**src/rtl/bsched_pkg.sv**
```systemverilog
package bsched_pkg;
  localparam int unsigned CMD_W = 8;

  typedef enum logic [1:0] {
    SRC_NONE  = 2'd0,
    SRC_FIXED = 2'd1,
    SRC_USER  = 2'd2
  } src_e;
endpackage

```
**src/rtl/bsched_bx_ctr.sv**
```systemverilog
module bsched_bx_ctr #(
  parameter int unsigned ORBIT_LEN = 3564,
  parameter int unsigned BX_W      = 12
) (
  input  logic            clk_i,
  input  logic            rst_ni,
  input  logic            orbit_start_i,
  output logic [BX_W-1:0] bx_o,
  output logic            orbit_begin_o
);
  logic [BX_W-1:0] bx_q;
  logic            last;

  assign last          = (bx_q == BX_W'(ORBIT_LEN - 1));
  assign orbit_begin_o = orbit_start_i | last;
  assign bx_o          = bx_q;

  always_ff @(posedge clk_i or negedge rst_ni) begin
    if (!rst_ni)            bx_q <= '0;
    else if (orbit_begin_o) bx_q <= '0;
    else                    bx_q <= bx_q + 1'b1;
  end

  p_bx_in_range_r2: assert property (@(posedge clk_i) disable iff (!rst_ni)
    bx_q < BX_W'(ORBIT_LEN));
  p_marker_realign_r2: assert property (@(posedge clk_i) disable iff (!rst_ni)
    orbit_start_i |=> (bx_q == '0));
endmodule

```
**src/rtl/bsched_orbit_presc.sv**
```systemverilog
module bsched_orbit_presc #(
  parameter int unsigned PRESCALE = 10,
  parameter int unsigned PS_W     = 4
) (
  input  logic clk_i,
  input  logic rst_ni,
  input  logic step_i,
  output logic fire_o
);
  if (PRESCALE <= 1) begin : g_every
    logic unused;
    assign unused = ^{clk_i, rst_ni, step_i};
    assign fire_o = 1'b1;
  end else begin : g_cnt
    logic [PS_W-1:0] cnt_q;

    // preload so the first opened orbit is a sending one
    always_ff @(posedge clk_i or negedge rst_ni) begin
      if (!rst_ni)     cnt_q <= PS_W'(PRESCALE - 1);
      else if (step_i) cnt_q <= (cnt_q == PS_W'(PRESCALE - 1)) ? '0 : cnt_q + 1'b1;
    end

    assign fire_o = (cnt_q == '0);

    p_presc_range_r4: assert property (@(posedge clk_i) disable iff (!rst_ni)
      cnt_q < PS_W'(PRESCALE));
    p_fire_one_orbit_r4: assert property (@(posedge clk_i) disable iff (!rst_ni)
      (fire_o && step_i) |=> !fire_o);
  end
endmodule

```
**src/rtl/bsched_issue.sv**
```systemverilog
module bsched_issue
  import bsched_pkg::*;
#(
  parameter logic [CMD_W-1:0] FIXED_CMD = 8'h04
) (
  input  logic             clk_i,
  input  logic             rst_ni,
  input  logic             fixed_hit_i,
  input  logic             user_hit_i,
  input  logic             user_req_i,
  input  logic [CMD_W-1:0] user_cmd_i,
  output logic             cmd_valid_o,
  output logic [CMD_W-1:0] cmd_o,
  output logic             req_clr_o
);
  src_e             sel;
  logic             valid_q;
  logic             clr_q;
  logic [CMD_W-1:0] cmd_q;

  // fixed slot wins if both land on one position
  always_comb begin
    sel = SRC_NONE;
    if (fixed_hit_i)                   sel = SRC_FIXED;
    else if (user_hit_i && user_req_i) sel = SRC_USER;
  end

  always_ff @(posedge clk_i or negedge rst_ni) begin
    if (!rst_ni) begin
      valid_q <= 1'b0;
      clr_q   <= 1'b0;
      cmd_q   <= '0;
    end else begin
      valid_q <= (sel != SRC_NONE);
      clr_q   <= (sel == SRC_USER);
      unique case (sel)
        SRC_FIXED: cmd_q <= FIXED_CMD;
        SRC_USER:  cmd_q <= user_cmd_i;
        default:   cmd_q <= '0;
      endcase
    end
  end

  assign cmd_valid_o = valid_q;
  assign cmd_o       = cmd_q;
  assign req_clr_o   = clr_q;

  p_idle_zero_r9: assert property (@(posedge clk_i) disable iff (!rst_ni)
    !cmd_valid_o |-> (cmd_o == '0));
  p_single_strobe_r9: assert property (@(posedge clk_i) disable iff (!rst_ni)
    cmd_valid_o |=> !cmd_valid_o);
  p_clr_with_strobe_r8: assert property (@(posedge clk_i) disable iff (!rst_ni)
    req_clr_o |-> cmd_valid_o);
  p_clr_needs_req_r10: assert property (@(posedge clk_i) disable iff (!rst_ni)
    $rose(req_clr_o) |-> $past(user_req_i));
  p_fixed_value_r3: assert property (@(posedge clk_i) disable iff (!rst_ni)
    (cmd_valid_o && !req_clr_o) |-> (cmd_o == FIXED_CMD));
endmodule

```
**src/rtl/bcast_sched.sv**
```systemverilog
module bcast_sched
  import bsched_pkg::*;
#(
  parameter int unsigned      ORBIT_LEN = 3564,
  parameter int unsigned      FIXED_POS = 3400,
  parameter int unsigned      USER_POS  = 1024,
  parameter int unsigned      PRESCALE  = 10,
  parameter logic [CMD_W-1:0] FIXED_CMD = 8'h04
) (
  input  logic             clk_i,
  input  logic             rst_ni,
  input  logic             orbit_start_i,
  input  logic [CMD_W-1:0] user_cmd_i,
  input  logic             send_req_i,
  output logic             cmd_valid_o,
  output logic [CMD_W-1:0] cmd_o,
  output logic             req_clr_o
);
  localparam int unsigned BX_W = $clog2(ORBIT_LEN);
  localparam int unsigned PS_W = (PRESCALE > 1) ? $clog2(PRESCALE) : 1;

  logic [BX_W-1:0] bx;
  logic            orbit_begin;
  logic            presc_fire;
  logic            fixed_hit;
  logic            user_hit;

  bsched_bx_ctr #(
    .ORBIT_LEN(ORBIT_LEN),
    .BX_W     (BX_W)
  ) u_bx (
    .clk_i        (clk_i),
    .rst_ni       (rst_ni),
    .orbit_start_i(orbit_start_i),
    .bx_o         (bx),
    .orbit_begin_o(orbit_begin)
  );

  bsched_orbit_presc #(
    .PRESCALE(PRESCALE),
    .PS_W    (PS_W)
  ) u_presc (
    .clk_i (clk_i),
    .rst_ni(rst_ni),
    .step_i(orbit_begin),
    .fire_o(presc_fire)
  );

  assign fixed_hit = presc_fire && (bx == BX_W'(FIXED_POS));
  assign user_hit  = (bx == BX_W'(USER_POS));

  bsched_issue #(
    .FIXED_CMD(FIXED_CMD)
  ) u_issue (
    .clk_i      (clk_i),
    .rst_ni     (rst_ni),
    .fixed_hit_i(fixed_hit),
    .user_hit_i (user_hit),
    .user_req_i (send_req_i),
    .user_cmd_i (user_cmd_i),
    .cmd_valid_o(cmd_valid_o),
    .cmd_o      (cmd_o),
    .req_clr_o  (req_clr_o)
  );

  p_user_slot_r6: assert property (@(posedge clk_i) disable iff (!rst_ni)
    $rose(req_clr_o) |-> ($past(bx) == BX_W'(USER_POS)));
  p_fixed_slot_r3: assert property (@(posedge clk_i) disable iff (!rst_ni)
    $rose(cmd_valid_o && !req_clr_o) |-> ($past(bx) == BX_W'(FIXED_POS)));
endmodule

```
**config.mk**
```make
export PLATFORM = sky130hd
export DESIGN_NAME = bcast_sched
export DESIGN_NICKNAME = d
export VERILOG_FILES = /design/src/rtl/bsched_pkg.sv /design/src/rtl/bsched_bx_ctr.sv /design/src/rtl/bsched_orbit_presc.sv /design/src/rtl/bsched_issue.sv /design/src/rtl/bcast_sched.sv
export SDC_FILE = /design/constraint.sdc
export NUM_CORES = 1
export LEC_CHECK = 0
export BUFFER_PORTS_ARGS = -buffer_cell sky130_fd_sc_hd__buf_2
export CAP_MARGIN = 0
export CORE_MARGIN = 2
export CORE_UTILIZATION = 35
export DETAILED_ROUTE_END_ITERATION = 16
export PLACE_DENSITY = 0.6
export SLEW_MARGIN = 20
export SYNTH_ARGS = -nofsm -noshare
export SYNTH_HDL_FRONTEND = slang
export SYNTH_SLANG_ARGS = --single-unit
```
**constraint.sdc**
```tcl
create_clock -name clk_i -period 2.3 [get_ports clk_i]
set_clock_uncertainty 0.2 [all_clocks]
set_input_delay 0.46 -clock clk_i [delete_from_list [all_inputs] [get_ports clk_i]]
set_output_delay 0.46 -clock clk_i [all_outputs]
set_load 0.01 [all_outputs]
```
==> results.toml, run 1 <==
[run_status]
outcome = "complete, no violations"

[worst_setup_path]
r2r_start = "u_bx.bx_o[0]"
rr_worst_depth = 5
cp_slowest_cell = "dfrtp_1"
cp-startpoint = "u_bx.bx_o[0]"
reg2reg_slack_ns = 0.40
crit_cells = 5
crit_path_max_fanout = 6
slowest_delay_ns = 0.44
arrival_ns = 1.92
cp-endpoint = "u_presc.g_cnt.cnt_q[1]"
worstSetupStartpointType = "flop"
path_cells = "ha_1, nor3b_2, a41o_1, nand2_2, mux2_4"
critPathBufInv = 0
reg2reg_to = "u_presc.g_cnt.cnt_q[1]"
setup.worst_path.end_class = "flop"
worstSetupPathType = "reg2reg"
cp.required_ns = 2.32
crit_family = "flip-flops"

[drt]
vias = 820
wl_mm = 2.00
firstDrtPassIters = 4
drtIter0Drc = 35
wl_per_cell_um = 11.6
postRouteAntennaNets = 0
vias_per_cell = 4.74
drc = 0

[pwr]
p_per_area_nw_per_um2 = 753
vdd_drop_max_mv = 0.325
totalPowerFinal_w = 0.00102
leakagePower_nw = 0.662

[sta]
period_minus_slack_ns = 1.90
slew_headroom_pct = 62.5
period_share_pct = 82.7
whs_ns = 0.133
finalHoldViolCount = 0
tns_ns = 0
rsz0062_at_grt = "no"
setup_violations = 0
final-max-slew-violation-count = 0
fmax_mhz = 526
worst_slew_pin_slew_ns = 0.562

[run]
maxCapViolations = 0

[place]
gp_congestion = 0.812
port_buffers = 21
place_hpwl_mm = 1.50
place_area_sq_um = 1290

[floorplanning]
die_area_sq_um = 3740
start_util_pct = 37.2
die_w_um = 61.2
die_h_um = 61.2
io_pins = 22
rows = 20
core_region_area_sq_um = 3080

[synthesis]
synth_cell_types = 28
netlist_area_sq_um = 1140
netlist_top_cells_area = "dfrtp_1 (53%), dfstp_2 (4.6%), xnor2_1 (4.6%), xor2_1 (4.6%), and2_1 (3.8%)"
netlist.top_cell.by_area = "dfrtp_1"
syn-num-nets = 119
yosysWarningCount = 0
yosys.area.top_type_share_pct = 52.5
syn-instance-count = 105
syn_area_per_cell_sq_um = 10.9
ys_seq_area_share_pct = 57.1
synth-seq-cells = 26

[final_layout]
most-common-layout-cells = "dfrtp_1 (24), buf_2 (21), nor2_1 (11)"
fin_nets = 144
syn2layout_area_growth_pct = 18.3
fin_util_pct = 43.9
final_common_cell = "dfrtp_1"
layout-drive-gt1-share_pct = 24.8
fin_area_sq_um = 1350
diodes = 0

[global_route]
grt_usage_pct = 12.7
grt_max_degree = 27
grt_pass1_wl_mm = 3.48
grt-ovfl-total = 0
antenna_found_initial = 0
grt_pass1_vias = 810

[cts]
worst_setup_hold_path_clk_slew_ns = 0.14
clk_latency_ns = 0.32
cts_max_path_buffers = 2
numClockSinks = 26
cts_tree = "built"
root_buffer = "clkbuf_4"
cts_buffers = 3
htree_levels = 1

[worst_hold_path]
hp-class = "in2reg"
whs_path_depth = 2
[cell families (layout without fill, tap and decap cells)]
kind of cell             Yosys count  after routing  share of synthesized area (%)
AND/OR/NAND/NOR                   50             50                           23.2
flip-flops                        26             26                           57.1
XOR/XNOR                          12             12                           9.19
AO/OA/AOI/OAI                      7              7                           3.83
buffers and inverters              7             31                           3.17
adder cells (fa/ha/maj)            2              2                           2.19
multiplexers                       1              1                           1.31
[layer usage]
layer | up-vias | GRT usage, % | part of all wire [%] | wire length [um]
li1 | 402 | - | - | -
met1 | 400 | 15.6 | 43 | 858
met2 | 18 | 20.7 | 52 | 1040
met3 | 0 | 6.30 | 5.5 | 110
met4 | 0 | 1.86 | 0 | 0
met5 | - | 0 | 0 | 0
[worst register-to-register path, stage by stage, from the launching register on]
cell,delay (ns)
dfrtp_1,0.44
ha_1,0.26
nor3b_2,0.17
a41o_1,0.33
nand2_2,0.11
mux2_4,0.29
[stage by stage]
step,instances,setup WS [ns]
floorplan,105,0.483
global placement,168,0.469
detailed placement,168,0.418
CTS,173,0.392
global route,173,0.317
finish,173,0.399
[cell usage after synthesis]
master and count:
clkbuf_2 1, a41o_1 1, nand3_1 6, xnor2_1 6
a22o_1 1, nand2_1 7, ha_1 2, xor2_1 6
dfstp_2 2, and2_1 7, or3_1 1, inv_1 4
dfrtp_1 24, nor2b_1 1, nor2_1 11, nor2_2 1
o21ai_0 1, nand2_2 1, and3_1 2, a21oi_1 4
and4_1 1, nand4_1 4, mux2_4 1, buf_2 1
nor4_1 4, nor3b_2 1, nor3_1 3, buf_6 1
[what timing repair did]
| item | 4_1_cts | 5_1_grt |
|---|---|---|
| hold buffers | 1 | 0 |
| setup buffers | 0 | 0 |
| hold endpoints to repair | 24 | 0 |
| gates resized for setup | 0 | 0 |
[worst min-delay path by stage]
| stage | start | slack [ns] | end |
|---|---|---|---|
| final | user_cmd_i[5] | 0.13 | u_issue.cmd_o[5] |
| after global routing | user_cmd_i[4] | 0.11 | u_issue.cmd_o[4] |
| after CTS | user_cmd_i[5] | 0.12 | u_issue.cmd_o[5] |
| after detailed placement | rst_ni | 0.29 | u_bx.bx_o[5] |
| after global placement | rst_ni | 0.29 | u_bx.bx_o[1] |
| after floorplan | rst_ni | -0.04 | u_bx.bx_o[0] |
[registers in the layout (all words and copies together) (netlist names)]
signal,flops
u_bx.bx_o,12
u_issue.cmd_o,8
u_presc.g_cnt.cnt_q,4
u_issue.cmd_valid_o,1
u_issue.req_clr_o,1
[power by group]
part / leakage [nW] / switching (W) / internal (W)
logic: 0.284 / 0.0000630 / 0.0000792
registers: 0.349 / 0.0000596 / 0.000509
clock network: 0.0279 / 0.000132 / 0.000176
total: 0.662 / 0.000254 / 0.000764
[cell type report]
| type | count | area (sq um) |
|---|---|---|
| Fill cell | 302 | 1730 |
| Sequential cell | 26 | 653 |
| Multi-Input combinational cell | 72 | 454 |
| Timing Repair Buffer | 23 | 123 |
| Tap cell | 44 | 55.1 |
| Clock inverter | 1 | 30.0 |
| Clock buffer | 3 | 22.5 |
| Inverter | 4 | 15.0 |
Power figures use the tool's default switching activity.
==> inputs of run 2 (changes only) <==
- clock period: 2.3 -> 1.95 ns (I/O delays scaled with it)
==> results.toml, run 2 (same netlist as run 1, synthesis figures left out) <==
[pwr]
vdd_drop_max_mv = 0.337
seq_power_share_pct = 63.6
power_frac_comb_pct = 15.7
p_int_w = 0.000765
leakagePower_nw = 0.653
p_per_area_nw_per_um2 = 789
p_clk_share_pct = 20.7
totalPowerFinal_w = 0.00105
power_switching_share_pct = 27.0
switchingPower_w = 0.000284

[sta]
rsz0062_at_grt = "no"
slew_headroom_pct = 61.4
whs_ns = 0.0828
final-max-slew-violation-count = 0
period_minus_slack_ns = 1.85
worst_slew_pin_slew_ns = 0.579
period_share_pct = 94.9
setup_violations = 0
finalHoldViolCount = 0
fmax_mhz = 541
tns_ns = 0
final.setup.worst_slack_ns = 0.0999

[drt]
vias_per_cell = 4.55
wl_per_cell_um = 11.5
wl_mm = 2.00
drc = 0
drtIter0Drc = 27
postRouteAntennaNets = 0
vias = 787
firstDrtPassIters = 4

[floorplanning]
core_region_area_sq_um = 3080
io_pins = 22
rows = 20
die_w_um = 61.2
start_util_pct = 37.2
die_h_um = 61.2
die_area_sq_um = 3740

[global_route]
antenna_found_initial = 0
grt-ovfl-total = 0
grt_pass1_wl_mm = 3.48
grt_usage_pct = 12.4
grt_max_degree = 27
grt_pass1_vias = 791

[worst_hold_path]
whs_path_depth = 2
holdPathEnd = "u_issue.cmd_o[4]"
hp-start = "user_cmd_i[4]"
hp-class = "in2reg"

[worst_setup_path]
worstSetupStartpointType = "flop"
crit_path_max_fanout = 5
rr_worst_depth = 5
r2r_start = "u_bx.bx_o[0]"
arrival_ns = 1.85
reg2reg_slack_ns = 0.1
cp.required_ns = 1.95
setup.worst_path.end_class = "flop"
path_cells = "ha_1, nor3b_2, a41o_1, nand2_2, mux2_4"
worstSetupPathType = "reg2reg"
cp_slowest_cell = "dfrtp_1"
slowest_delay_ns = 0.45
reg2reg_to = "u_presc.g_cnt.cnt_q[1]"

[final_layout]
syn2layout_area_growth_pct = 16.3
diodes = 0
fin_nets = 145
largest_reg_flops = 12
layout-drive-gt1-share_pct = 24.8
most-common-layout-cells = "dfrtp_1 (24), buf_2 (21), nor2_1 (11)"
final_common_cell = "dfrtp_1"
fin_cells = 173

[cts]
cts_tree = "built"
cts-resized-gates = 0
root_buffer = "clkbuf_4"
post_cts_buffers = 0
cts_max_path_buffers = 2
htree_levels = 1
worst_setup_hold_path_clk_slew_ns = 0.14
numClockSinks = 26
clk_latency_ns = 0.32
cts_buffers = 3

[place]
dp_slack_ns = 0.108
gp_congestion = 0.747
dpl.cell_count = 169
port_buffers = 21
place_hpwl_mm = 1.48

[run_status]
outcome = "complete, no violations"

[run]
maxCapViolations = 0
run 2: worst max path at each step:
stage | startpoint | endpoint | slack (ns) | cells after the start
2_1_floorplan | u_bx.bx_o[0] | u_presc.g_cnt.cnt_q[1] | 0.13 | 6
3_3_place_gp | u_bx.bx_o[0] | u_presc.g_cnt.cnt_q[1] | 0.16 | 5
6_report | u_bx.bx_o[0] | u_presc.g_cnt.cnt_q[1] | 0.1 | 5
5_1_grt | u_bx.bx_o[6] | u_issue.cmd_o[3] | 0.0003 | 4
3_5_place_dp | u_bx.bx_o[0] | u_presc.g_cnt.cnt_q[1] | 0.11 | 5
4_1_cts | u_bx.bx_o[0] | u_presc.g_cnt.cnt_q[1] | 0.08 | 5
run 2: layer usage:
metal  vias up  global-route usage, %  routed length, um
met2        20                   20.4                941
met1       366                   16.8                974
met4         0                  0.932                  0
met5         -                      0                  0
li1        401                      -                  -
met3         0                   3.78                 79
run 2: power by group through the flow:
stage | Clock, W | Sequential [W] | Combinational (W)
final | 0.000217 | 0.000667 | 0.000165
after global routing | 0.000254 | 0.000678 | 0.000188
after CTS | 0.000224 | 0.000667 | 0.000168
after detailed placement | 0 | 0.000677 | 0.000165
after global placement | 0 | 0.000672 | 0.000161
after floorplan | 0 | 0.000662 | 0.000131
run 2: area by class of cell:
cell class	instances	area [sq um]
inverters	4	15.0
flip-flops and latches	26	653
multi-input cells	72	454
repair buffers	24	130
clock buffers	3	22.5
fillers	308	1750
well taps	44	55.1
run 2: what timing repair did:
item	CTS	global route
setup endpoints to repair	0	1
hold buffers	1	0
hold endpoints to repair	24	0
run 2: worst max-delay path: cells and delay by family, from the launching register on:
| kind | cells | cell delay, ns |
|---|---|---|
| DFF | 1 | 0.45 |
| and+or+nand+nor | 2 | 0.26 |
| adders and majority gates | 1 | 0.26 |
| AOI/OAI and AO/OA | 1 | 0.28 |
| muxes | 1 | 0.29 |
run 2: metrics by stage:
step                instance area, sq um  util [%]
global placement                    1300      42.2
detailed placement                  1300      42.2
CTS                                 1330      43.2
global route                        1330      43.2
floorplan                           1140         -
finish                              1330      43.2
==> inputs of run 3 (changes only) <==
- CORE_UTILIZATION: 35 -> 50
- PLACE_DENSITY: 0.6 -> 0.78
==> results.toml, run 3 (same netlist as run 1, synthesis figures left out) <==
[run_status]
outcome = "complete, no violations"

[pwr]
leakagePower_nw = 0.665
p_per_area_nw_per_um2 = 822
vdd_drop_max_mv = 1.06

[drt]
drtIter0Drc = 13
vias_per_cell = 5.21
vias = 828
drc = 0
firstDrtPassIters = 4
postRouteAntennaNets = 0
wl_mm = 1.91
wl_per_cell_um = 12.0

[final_layout]
final_common_cell = "dfrtp_1"
diodes = 0
register_area_sq_um = 653
most-common-layout-cells = "dfrtp_1 (24), buf_2 (21), nor2_1 (11)"
fin_area_sq_um = 1330
syn2layout_area_growth_pct = 16.4
layout-drive-gt1-share_pct = 26.0
largest_reg_flops = 12
fillers = 189
fin_nets = 146
multi_input_area_sq_um = 454

[floorplanning]
die_h_um = 51.8
core_region_area_sq_um = 2190
die_w_um = 51.8
rows = 17
start_util_pct = 52.2
die_area_sq_um = 2690
io_pins = 22

[worst_hold_path]
hp-class = "in2reg"

[sta]
fmax_mhz = 546
rsz0062_at_grt = "no"
setup_violations = 0
period_share_pct = 93.9
finalHoldViolCount = 0
final-max-slew-violation-count = 0
worst_slew_pin_slew_ns = 0.561
period_minus_slack_ns = 1.83
tns_ns = 0
slew_headroom_pct = 62.6

[cts]
cts_tree = "built"
numClockSinks = 26
cts_max_path_buffers = 2
root_buffer = "clkbuf_4"
worst_setup_hold_path_clk_slew_ns = 0.13
clk_latency_ns = 0.31
cts-resized-gates = 0
htree_levels = 1
cts_buffers = 3

[global_route]
grt_max_degree = 27
grt_pass1_vias = 733
antenna_found_initial = 0
grt-ovfl-total = 0
grt_usage_pct = 16.0
grt_pass1_wl_mm = 3.19

[place]
gp_congestion = 0.815
port_buffers = 21
place_hpwl_mm = 1.44
place_area_sq_um = 1280

[worst_setup_path]
worstSetupPathType = "reg2reg"
crit_path_max_fanout = 5
setup.worst_path.end_class = "flop"
arrival_ns = 1.84
cp.required_ns = 1.96
worstSetupStartpointType = "flop"

[run]
maxCapViolations = 0
==> run 3: cell type report <==
cell class	count	share of cell area, %
sequential	26	49.1
multi-input combinational	72	34.1
timing repair buffer	25	10.3
clock buffer	4	2.73
tap	28	2.63
inverter	4	1.13
==> run 3: routing by layer <==
layer  part of all wire, %  up-vias  GRT usage, %
met3                   4.1        2          5.17
met2                    49       18          26.2
li1                      -      409             -
met5                     0        -             0
met1                    46      399          21.0
met4                  0.68        0          2.63
==> run 3: path summary, 6_finish.rpt <==
check                                    from                      to  slack (ns)  depth (start not counted)
worst max-delay path             u_bx.bx_o[0]  u_presc.g_cnt.cnt_q[1]        0.12                          5
worst max register to register   u_bx.bx_o[0]  u_presc.g_cnt.cnt_q[1]        0.12                          5
max in group asynchronous              rst_ni  u_presc.g_cnt.cnt_q[3]        0.79                          2
min in group asynchronous              rst_ni            u_bx.bx_o[7]        0.38                          2
worst min-delay path            user_cmd_i[7]        u_issue.cmd_o[7]        0.07                          2
worst min register to register   u_bx.bx_o[0]            u_bx.bx_o[0]        0.32                          1
==> run 3: repair_timing <==
action	CTS	global route
hold buffers	1	0
endpoints found under the hold margin	24	0
setup endpoints to repair	0	1
buffers inserted	0	0
==> run 3: worst max-delay path: stages, from the launching register on <==
cell     delay, ns
dfrtp_1       0.44
ha_1          0.26
nor3b_2       0.16
a41o_1        0.27
nand2_2       0.10
mux2_4        0.29
==> run 3: report_power, final <==
part           internal [W]  leakage [nW]  switching, W
logic             0.0000944         0.295     0.0000689
registers          0.000600         0.349     0.0000703
clock network      0.000114        0.0210      0.000147
==> run 3: metrics by stage <==
step	utilization, %	power (W)	hold WS [ns]	worst slack (ns)	cells
3_3_place_gp	58.7	0.000834	0.210	0.159	154
5_1_grt	60.8	0.00116	0.0507	0.0221	159
6_report	60.8	0.00109	0.0729	0.118	159
4_1_cts	60.8	0.00111	0.0635	0.0835	159
3_5_place_dp	58.7	0.000842	0.215	0.0994	154
2_1_floorplan	-	0.000793	-0.106	0.133	105
